`src/rtl/nand_wguard.sv`:
```
module nand_wguard #(
  parameter int BLK_W = 16
) (
  input  logic             clk,
  input  logic             rst_n,
  input  logic             wake,
  input  logic             cfg_wr,
  input  logic [1:0]       cfg_sel,
  input  logic [BLK_W-1:0] cfg_wdata,
  input  logic             cmd_vld,
  input  logic [1:0]       cmd_kind,
  input  logic [BLK_W-1:0] cmd_blk,
  output logic             issue,
  output logic [1:0]       issue_kind,
  output logic [BLK_W-1:0] issue_blk,
  output logic             drop,
  output logic             soft_lock,
  output logic             tight_lock,
  output logic [BLK_W-1:0] win_start,
  output logic [BLK_W-1:0] win_end,
  output logic             illegal,
  output logic             irq
);

  logic irq_en;

  wire is_write = (cmd_kind == 2'b01) || (cmd_kind == 2'b10);
  wire locked   = soft_lock | tight_lock;
  wire in_win   = (cmd_blk >= win_start) && (cmd_blk < win_end);
  wire allow    = !is_write || !locked || in_win;

  wire wr_ctrl  = cfg_wr && (cfg_sel == 2'd0);
  wire wr_start = cfg_wr && (cfg_sel == 2'd1);
  wire wr_end   = cfg_wr && (cfg_sel == 2'd2);
  wire wr_stat  = cfg_wr && (cfg_sel == 2'd3);

  always_ff @(posedge clk or negedge rst_n) begin
    if (!rst_n) begin
      soft_lock  <= 1'b1;
      tight_lock <= 1'b0;
      irq_en     <= 1'b0;
      win_start  <= '0;
      win_end    <= '0;
    end else begin
      if (wr_ctrl) begin
        soft_lock <= cfg_wdata[0];
        irq_en    <= cfg_wdata[2];
      end
      if (wake)
        tight_lock <= 1'b0;
      else if (wr_ctrl && cfg_wdata[1])
        tight_lock <= 1'b1;
      if (wr_start) win_start <= cfg_wdata;
      if (wr_end)   win_end   <= cfg_wdata;
    end
  end

  always_ff @(posedge clk or negedge rst_n) begin
    if (!rst_n) begin
      issue      <= 1'b0;
      drop       <= 1'b0;
      issue_kind <= '0;
      issue_blk  <= '0;
      illegal    <= 1'b0;
    end else begin
      issue <= cmd_vld && allow;
      drop  <= cmd_vld && !allow;
      if (cmd_vld && allow) begin
        issue_kind <= cmd_kind;
        issue_blk  <= cmd_blk;
      end
      if (cmd_vld && !allow)
        illegal <= 1'b1;
      else if (wr_stat && cfg_wdata[0])
        illegal <= 1'b0;
    end
  end

  assign irq = illegal & irq_en;


  tight_sticky_chk: assert property (@(posedge clk) disable iff (!rst_n)
    tight_lock && !wake |=> tight_lock);


  one_outcome_chk: assert property (@(posedge clk) disable iff (!rst_n)
    !(issue && drop));


  strobe_outcome_chk: assert property (@(posedge clk) disable iff (!rst_n)
    cmd_vld |=> (issue || drop));


  no_strobe_chk: assert property (@(posedge clk) disable iff (!rst_n)
    !cmd_vld |=> !(issue || drop));


  drop_flags_chk: assert property (@(posedge clk) disable iff (!rst_n)
    drop |-> illegal);


  irq_needs_flag_chk: assert property (@(posedge clk) disable iff (!rst_n)
    irq |-> illegal);


  read_passes_chk: assert property (@(posedge clk) disable iff (!rst_n)
    cmd_vld && !is_write |=> issue);

endmodule

```
`config.mk`:
```
export PLATFORM = sky130hd
export DESIGN_NAME = nand_wguard
export DESIGN_NICKNAME = d
export VERILOG_FILES = /design/src/rtl/nand_wguard.sv
export SDC_FILE = /design/constraint.sdc
export NUM_CORES = 1
export LEC_CHECK = 0
export BUFFER_PORTS_ARGS = -buffer_cell sky130_fd_sc_hd__clkbuf_2
export CAP_MARGIN = 20
export CORE_MARGIN = 2
export CORE_UTILIZATION = 52
export CTS_CLUSTER_DIAMETER = 60
export CTS_CLUSTER_SIZE = 24
export DETAILED_ROUTE_END_ITERATION = 16
export MAX_ROUTING_LAYER = met4
export PLACE_DENSITY = 0.78
export SLEW_MARGIN = 20
export SYNTH_ARGS = -nofsm -noshare
export SYNTH_HDL_FRONTEND = slang
export SYNTH_SLANG_ARGS = --single-unit
```
`constraint.sdc`:
```
create_clock -name clk -period 2.7 [get_ports clk]
set_input_delay 0 -clock clk [delete_from_list [all_inputs] [get_ports clk]]
set_output_delay 0 -clock clk [all_outputs]
set_load 0.005 [all_outputs]
```
==> results of run 1 <==
## Yosys cell counts, types with 2 or more instances
| master | number | area (µm²) |
|---|---|---|
| a311o_1 | 18 | 180 |
| and4_1 | 5 | 43.8 |
| nand2_1 | 21 | 78.8 |
| clkbuf_1 | 11 | 41.3 |
| and2_1 | 2 | 12.5 |
| nand2b_1 | 2 | 12.5 |
| dfrtp_1 | 55 | 1380 |
| nor3_1 | 18 | 90.1 |
| nand3_1 | 2 | 10.0 |
| ha_1 | 31 | 388 |
| and3_1 | 2 | 12.5 |
| mux2_2 | 34 | 383 |
| o22ai_1 | 19 | 119 |
| nand4_1 | 3 | 18.8 |
| o21ai_0 | 4 | 20.0 |
| o21a_1 | 3 | 22.5 |
| a21oi_1 | 6 | 30.0 |
| nand3b_1 | 2 | 15.0 |
| buf_6 | 2 | 22.5 |
| nor2_1 | 2 | 7.51 |
| inv_1 | 49 | 184 |
## cells by family after synthesis
logic type                 count (synthesis)  share of synthesized area (%)
adders and majority gates                 31                           11.9
and+or+nand+nor                           64                           10.4
muxes                                     34                           11.7
AOI/OAI and AO/OA                         63                           15.1
buffers and inverters                     63                           7.75
DFF                                       56                           43.0
## power by group
group	switching (µW)	total [µW]	internal [µW]
Sequential	151	1180	1030
Combinational	481	959	478
Clock	260	470	210
Total	892	2610	1720
## registers in the layout, summed over array words and instances, names as in the netlist
name	count
drop	1
illegal	1
irq_en	1
issue	1
issue_blk	16
issue_kind	2
soft_lock	1
tight_lock	1
win_end	16
win_start	16
## metrics by stage
step	std cells	cell area [µm²]	power [µW]	hold WS [ps]
2_1_floorplan	311	3260	1730	-296
3_3_place_gp	473	3810	2090	130
3_5_place_dp	473	3810	2140	126
4_1_cts	500	4090	2630	51.0
5_1_grt	500	4090	2800	64.6
6_report	500	4090	2610	62.3
## critical path: stages (launching register included)
cell and delay [ps]:
dfrtp_1 370, inv_1 50, ha_1 260, a2111oi_0 480, or3_1 210, nand3_2 210, or2_4 420, a311o_1 390
## how the worst max path moves through the flow
stage,from,end,slack [ps],cells after the start
5_1_grt,win_end[1]$_DFFE_PN0P_,issue_blk[0]$_DFFE_PN0P_,40,7
6_report,win_end[1]$_DFFE_PN0P_,issue_kind[0]$_DFFE_PN0P_,210,7
2_1_floorplan,win_end[6]$_DFFE_PN0P_,issue_blk[7]$_DFFE_PN0P_,320,9
3_5_place_dp,win_end[1]$_DFFE_PN0P_,issue_blk[0]$_DFFE_PN0P_,260,7
4_1_cts,win_end[1]$_DFFE_PN0P_,issue_blk[0]$_DFFE_PN0P_,230,7
3_3_place_gp,win_end[1]$_DFFE_PN0P_,issue_blk[10]$_DFFE_PN0P_,310,7
## metal layers
| metal | part of all wire [%] | global-route usage, % | vias to the layer above |
|---|---|---|---|
| li1 | - | - | 1360 |
| met1 | 43 | 31.5 | 1372 |
| met2 | 50 | 40.7 | 80 |
| met3 | 4.5 | 4.17 | 11 |
| met4 | 1.7 | 6.86 | 0 |
| met5 | 0 | - | - |
## layout make-up
| class | count | area, µm² | area share, % |
|---|---|---|---|
| multi-input combinational | 192 | 1610 | 39.3 |
| sequential | 56 | 1400 | 34.3 |
| timing repair buffer | 120 | 708 | 17.3 |
| inverter | 49 | 184 | 4.50 |
| tap | 75 | 93.8 | 2.30 |
| clock buffer | 8 | 90.1 | 2.20 |
## timing repair
action / in CTS / in global routing
hold buffers: 19 / 0
resized for setup: 0 / 0
hold endpoints to repair: 66 / 0
==> results.json, run 1 <==
{
  "cts-htree-levels": 2,
  "p_leak_uw": 0.00209,
  "cap_violations": 0,
  "clk_latency_ps": 310,
  "grt_max_degree": 40,
  "synth_edf_count": 0,
  "area_growth_pct": 25.4,
  "power_density_nw_per_um2": 638,
  "path_clk_slew_ps": 90,
  "status": "finished clean",
  "r2r-start": "win_end[1]$_DFFE_PN0P_",
  "yosysUniqueCellTypes": 41,
  "die_h_um": 83.2,
  "drt_iter0_drc": 253,
  "grt_usage_pct": 24.6,
  "r2r_cells": 7,
  "core-area_um2": 5990,
  "worst_slew_pin_slew_ps": 947,
  "hold_viol_final": 0,
  "routabilityCongestion": 0.794,
  "port_buffers": 96,
  "irDropWorstVdd_uv": 392,
  "setup-violations-final": 0,
  "rows": 28,
  "arrival_ps": 2690,
  "cts_buffer_depth": 2,
  "min-delay-start": "cfg_sel[1]",
  "required_ps": 2900,
  "first_pass_iters": 4,
  "ant_nets": 0,
  "dp_slack_ps": 257,
  "post-route-period-util_pct": 92.3,
  "async_reset_ff_share_pct": 100,
  "maxSlewViolCount": 0,
  "r2r_end": "issue_kind[0]$_DFFE_PN0P_",
  "syn_nets": 383,
  "worstSetupPathType": "flip-flop to flip-flop",
  "final_util_pct": 68.2,
  "grt_first_pass_wirelength_mm": 13.6,
  "fin_tns_setup_ps": 0,
  "synth-seq-cells": 56,
  "grt_pass1_vias": 2843,
  "cts_tree": "built",
  "wl_per_cell_um": 16.2,
  "min_period_ps": 2490,
  "drive_above_1_share_pct": 34.8,
  "cts_setup_buffers": 0,
  "skew_ps": 7.94,
  "most-common-layout-cells": "clkbuf_2 (96), dfrtp_1 (55), inv_1 (49), mux2_2 (34), ha_1 (31)",
  "start_kind": "flip-flop",
  "rrSetupSlack_ps": 210,
  "die_area_um2": 6920,
  "relSlewSlack_pct": 36.6,
  "clockRootBuffer": "clkbuf_8",
  "avgSynthCellArea_um2": 10.5,
  "start_util_pct": 54.4,
  "max_freq_ghz": 0.401,
  "insertedDiodeCount": 0,
  "antenna_found_initial": 0,
  "avgViaCountPerCell": 5.65,
  "rsz0062_at_grt": "false",
  "die_w_um": 83.2,
  "ys_seq_area_share_pct": 43.0,
  "synth_top_flop_cell": "dfrtp_1",
  "route.detailed.drc": 0,
  "hold_depth": 3,
  "setup_ws_ps": 207,
  "nets": 496,
  "holdPathEnd": "illegal$_DFFE_PN0P_",
  "cts.sinks": 56,
  "cp_max_fo": 21,
  "synth_area_um2": 3260,
  "fillers": 474,
  "io_pins": 97,
  "cp-end-kind": "flip-flop",
  "grt_overflow_total": 0,
  "final_common_cell": "clkbuf_2",
  "num_vias": 2823,
  "numCtsBuffers": 5,
  "hpwlAfterDp_mm": 5.92,
  "netlist_instances": 311,
  "hold_class": "input pin to flip-flop",
  "yosys_warnings": 0,
  "drt_wl_total_mm": 8.10
}
Note: power is estimated with default switching activity, not from simulation.
==> run 2, diff against run 1 <==
--- a/config.mk
+++ b/config.mk
@@ -6,7 +6,7 @@
 export NUM_CORES = 1
 export LEC_CHECK = 0
 export BUFFER_PORTS_ARGS = -buffer_cell sky130_fd_sc_hd__clkbuf_2
-export CAP_MARGIN = 20
+export CORE_ASPECT_RATIO = 0.6
 export CORE_MARGIN = 2
 export CORE_UTILIZATION = 52
 export CTS_CLUSTER_DIAMETER = 60
==> run 2 against run 1 <==
  * Count of clock-buffer cells in the layout decreased by 1
  * Setup slack better by 31 ps
  * Sequential share of layout area decreased by 0.084 points
  * Wire length increased by 2.8%
  * Clock power up 7.7%
  * Die area grew 0.30%
  * Worst hold slack lost 36 ps
  * Via count rose by 0.85%
  * Total power increased by 1.7%
  * Critical path depth unchanged
  * Register-to-register slack better by 30 ps
  * Critical path type unchanged
  * Critical endpoint is now issue_blk[3]$_DFFE_PN0P_
==> results.json, run 2 (same netlist as run 1, synthesis figures left out) <==
{
  "status": "finished clean",
  "antenna_found_initial": 0,
  "cts.sinks": 56,
  "io_pins": 97,
  "ant_nets": 0,
  "grt_overflow_total": 0,
  "numCtsBuffers": 5,
  "cts_setup_buffers": 0,
  "hold_class": "input pin to flip-flop",
  "insertedDiodeCount": 0,
  "clkPwrFrac_pct": 19.1,
  "grt_first_pass_wirelength_mm": 13.3,
  "hpwlAfterDp_mm": 6.08,
  "multi_input_area_um2": 1610,
  "switchingPower_uw": 918,
  "nets": 495,
  "start_util_pct": 53.6,
  "dp_cells": 481,
  "clk_latency_ps": 310,
  "internal_power_uw": 1740,
  "largestRegisters": "issue_blk (16), win_end (16), win_start (16)",
  "hold_viol_final": 0,
  "cap_violations": 0,
  "drt_iter0_drc": 180,
  "cts_hold_buffers": 19,
  "cts-htree-levels": 2,
  "dp_slack_ps": 231,
  "cp-end-kind": "flip-flop",
  "irDropWorstVdd_uv": 288,
  "final_common_cell": "clkbuf_2",
  "rsz0062_at_grt": "false",
  "fin_tns_setup_ps": 0,
  "rows": 22,
  "worstSetupPathType": "flip-flop to flip-flop",
  "regArea_um2": 1400,
  "num_vias": 2847,
  "dr_wl_met2_mm": 3.60,
  "route.detailed.drc": 0,
  "routabilityCongestion": 0.854,
  "final_util_pct": 67.3,
  "cp_max_fo": 21,
  "avgViaCountPerCell": 5.62,
  "cpPeakStageDelay_ps": 430,
  "most-common-layout-cells": "clkbuf_2 (96), dfrtp_1 (55), inv_1 (49), mux2_2 (34), ha_1 (31)",
  "cts_buffer_depth": 2,
  "worst_slew_pin_slew_ps": 957,
  "wl_met3_um": 546,
  "setup-violations-final": 0,
  "clockRootBuffer": "clkbuf_8",
  "combPwrFrac_pct": 36.3,
  "skew_ps": 6.27,
  "drt_wl_total_mm": 8.32,
  "cts_resized": 0,
  "cts_tree": "built",
  "path_cells": "inv_1 > ha_1 > a2111oi_0 > or3_1 > nand3_2 > or2_4 > a311o_1",
  "drt-met1-wl_mm": 4.12,
  "setup_ws_ps": 238,
  "fillers": 468,
  "drive_above_1_share_pct": 35.0,
  "grt_max_degree": 40,
  "grt_usage_pct": 25.0,
  "die_h_um": 65.3,
  "post-route-period-util_pct": 91.2,
  "max_freq_ghz": 0.406,
  "sequentialPowerShare_pct": 44.7,
  "wl_per_cell_um": 16.4,
  "p_leak_uw": 0.00209,
  "core-area_um2": 6080,
  "first_pass_iters": 5,
  "relSlewSlack_pct": 36.0,
  "power_density_nw_per_um2": 648,
  "port_buffers": 96,
  "start_kind": "flip-flop",
  "stdcell_count": 507,
  "die_area_um2": 6940,
  "arrival_ps": 2660,
  "path_clk_slew_ps": 100,
  "die_w_um": 106,
  "required_ps": 2900,
  "routed.top_layer": "met4",
  "maxSlewViolCount": 0,
  "grt_pass1_vias": 2696,
  "area_growth_pct": 25.7,
  "sw_frac_of_total_pct": 34.6,
  "min_period_ps": 2460,
  "crit_slowest_cell": "or2_4"
}
[run 2: cell types whose count changed in the layout (fill, tap and decap cells not counted)]
cell,change
buf_4,-1
clkbuf_1,-2
clkbuf_8,+1
[run 2: final cells by class]
cell class | count | share of cell area, %
tap | 84 | 2.57
sequential | 56 | 34.2
clock buffer | 7 | 2.35
timing repair buffer | 119 | 17.1
multi-input combinational | 192 | 39.2
inverter | 49 | 4.49
[run 2: power groups by stage]
| stage | clock (µW) | combinational [µW] | sequential, µW |
|---|---|---|---|
| after floorplan | 0 | 550 | 1180 |
| after global placement | 0 | 902 | 1190 |
| after detailed placement | 0 | 938 | 1200 |
| after CTS | 509 | 962 | 1180 |
| after global routing | 543 | 1080 | 1210 |
| final | 506 | 963 | 1190 |
[run 2: routing by layer]
layer  GRT usage [%]  up-vias
met4            3.62        0
met5               -        -
met2            38.1      100
li1                -     1351
met3            3.57        7
met1            36.4     1389
[run 2: worst paths after layout]
path / depth (start not counted) / slack (ps) / to / start
worst min-delay path: 3 / 30 / illegal$_DFFE_PN0P_ / cfg_sel[1]
worst max register to register: 7 / 240 / issue_blk[3]$_DFFE_PN0P_ / win_end[1]$_DFFE_PN0P_
max in group asynchronous: 3 / 1520 / win_end[7]$_DFFE_PN0P_ / rst_n
min in group asynchronous: 2 / 360 / issue$_DFF_PN0_ / rst_n
worst min register to register: 1 / 510 / irq_en$_DFFE_PN0P_ / irq_en$_DFFE_PN0P_
worst max-delay path: 7 / 240 / issue_blk[3]$_DFFE_PN0P_ / win_end[1]$_DFFE_PN0P_
[run 2: worst max-delay path, delay by kind of cell (launching register included)]
family	cells	cell delay [ps]
and+or+nand+nor	3	850
AOI/OAI and AO/OA	2	800
DFF	1	380
adders and majority gates	1	260
buffers and inverters	1	50
[run 2: through the flow]
step / hold slack, ps / total power [µW] / cell area, µm²
global placement: 152 / 2090 / 3810
floorplan: -296 / 1730 / 3260
global route: 38.5 / 2830 / 4100
CTS: 20.8 / 2650 / 4100
detailed placement: 167 / 2140 / 3810
finish: 26.7 / 2650 / 4100
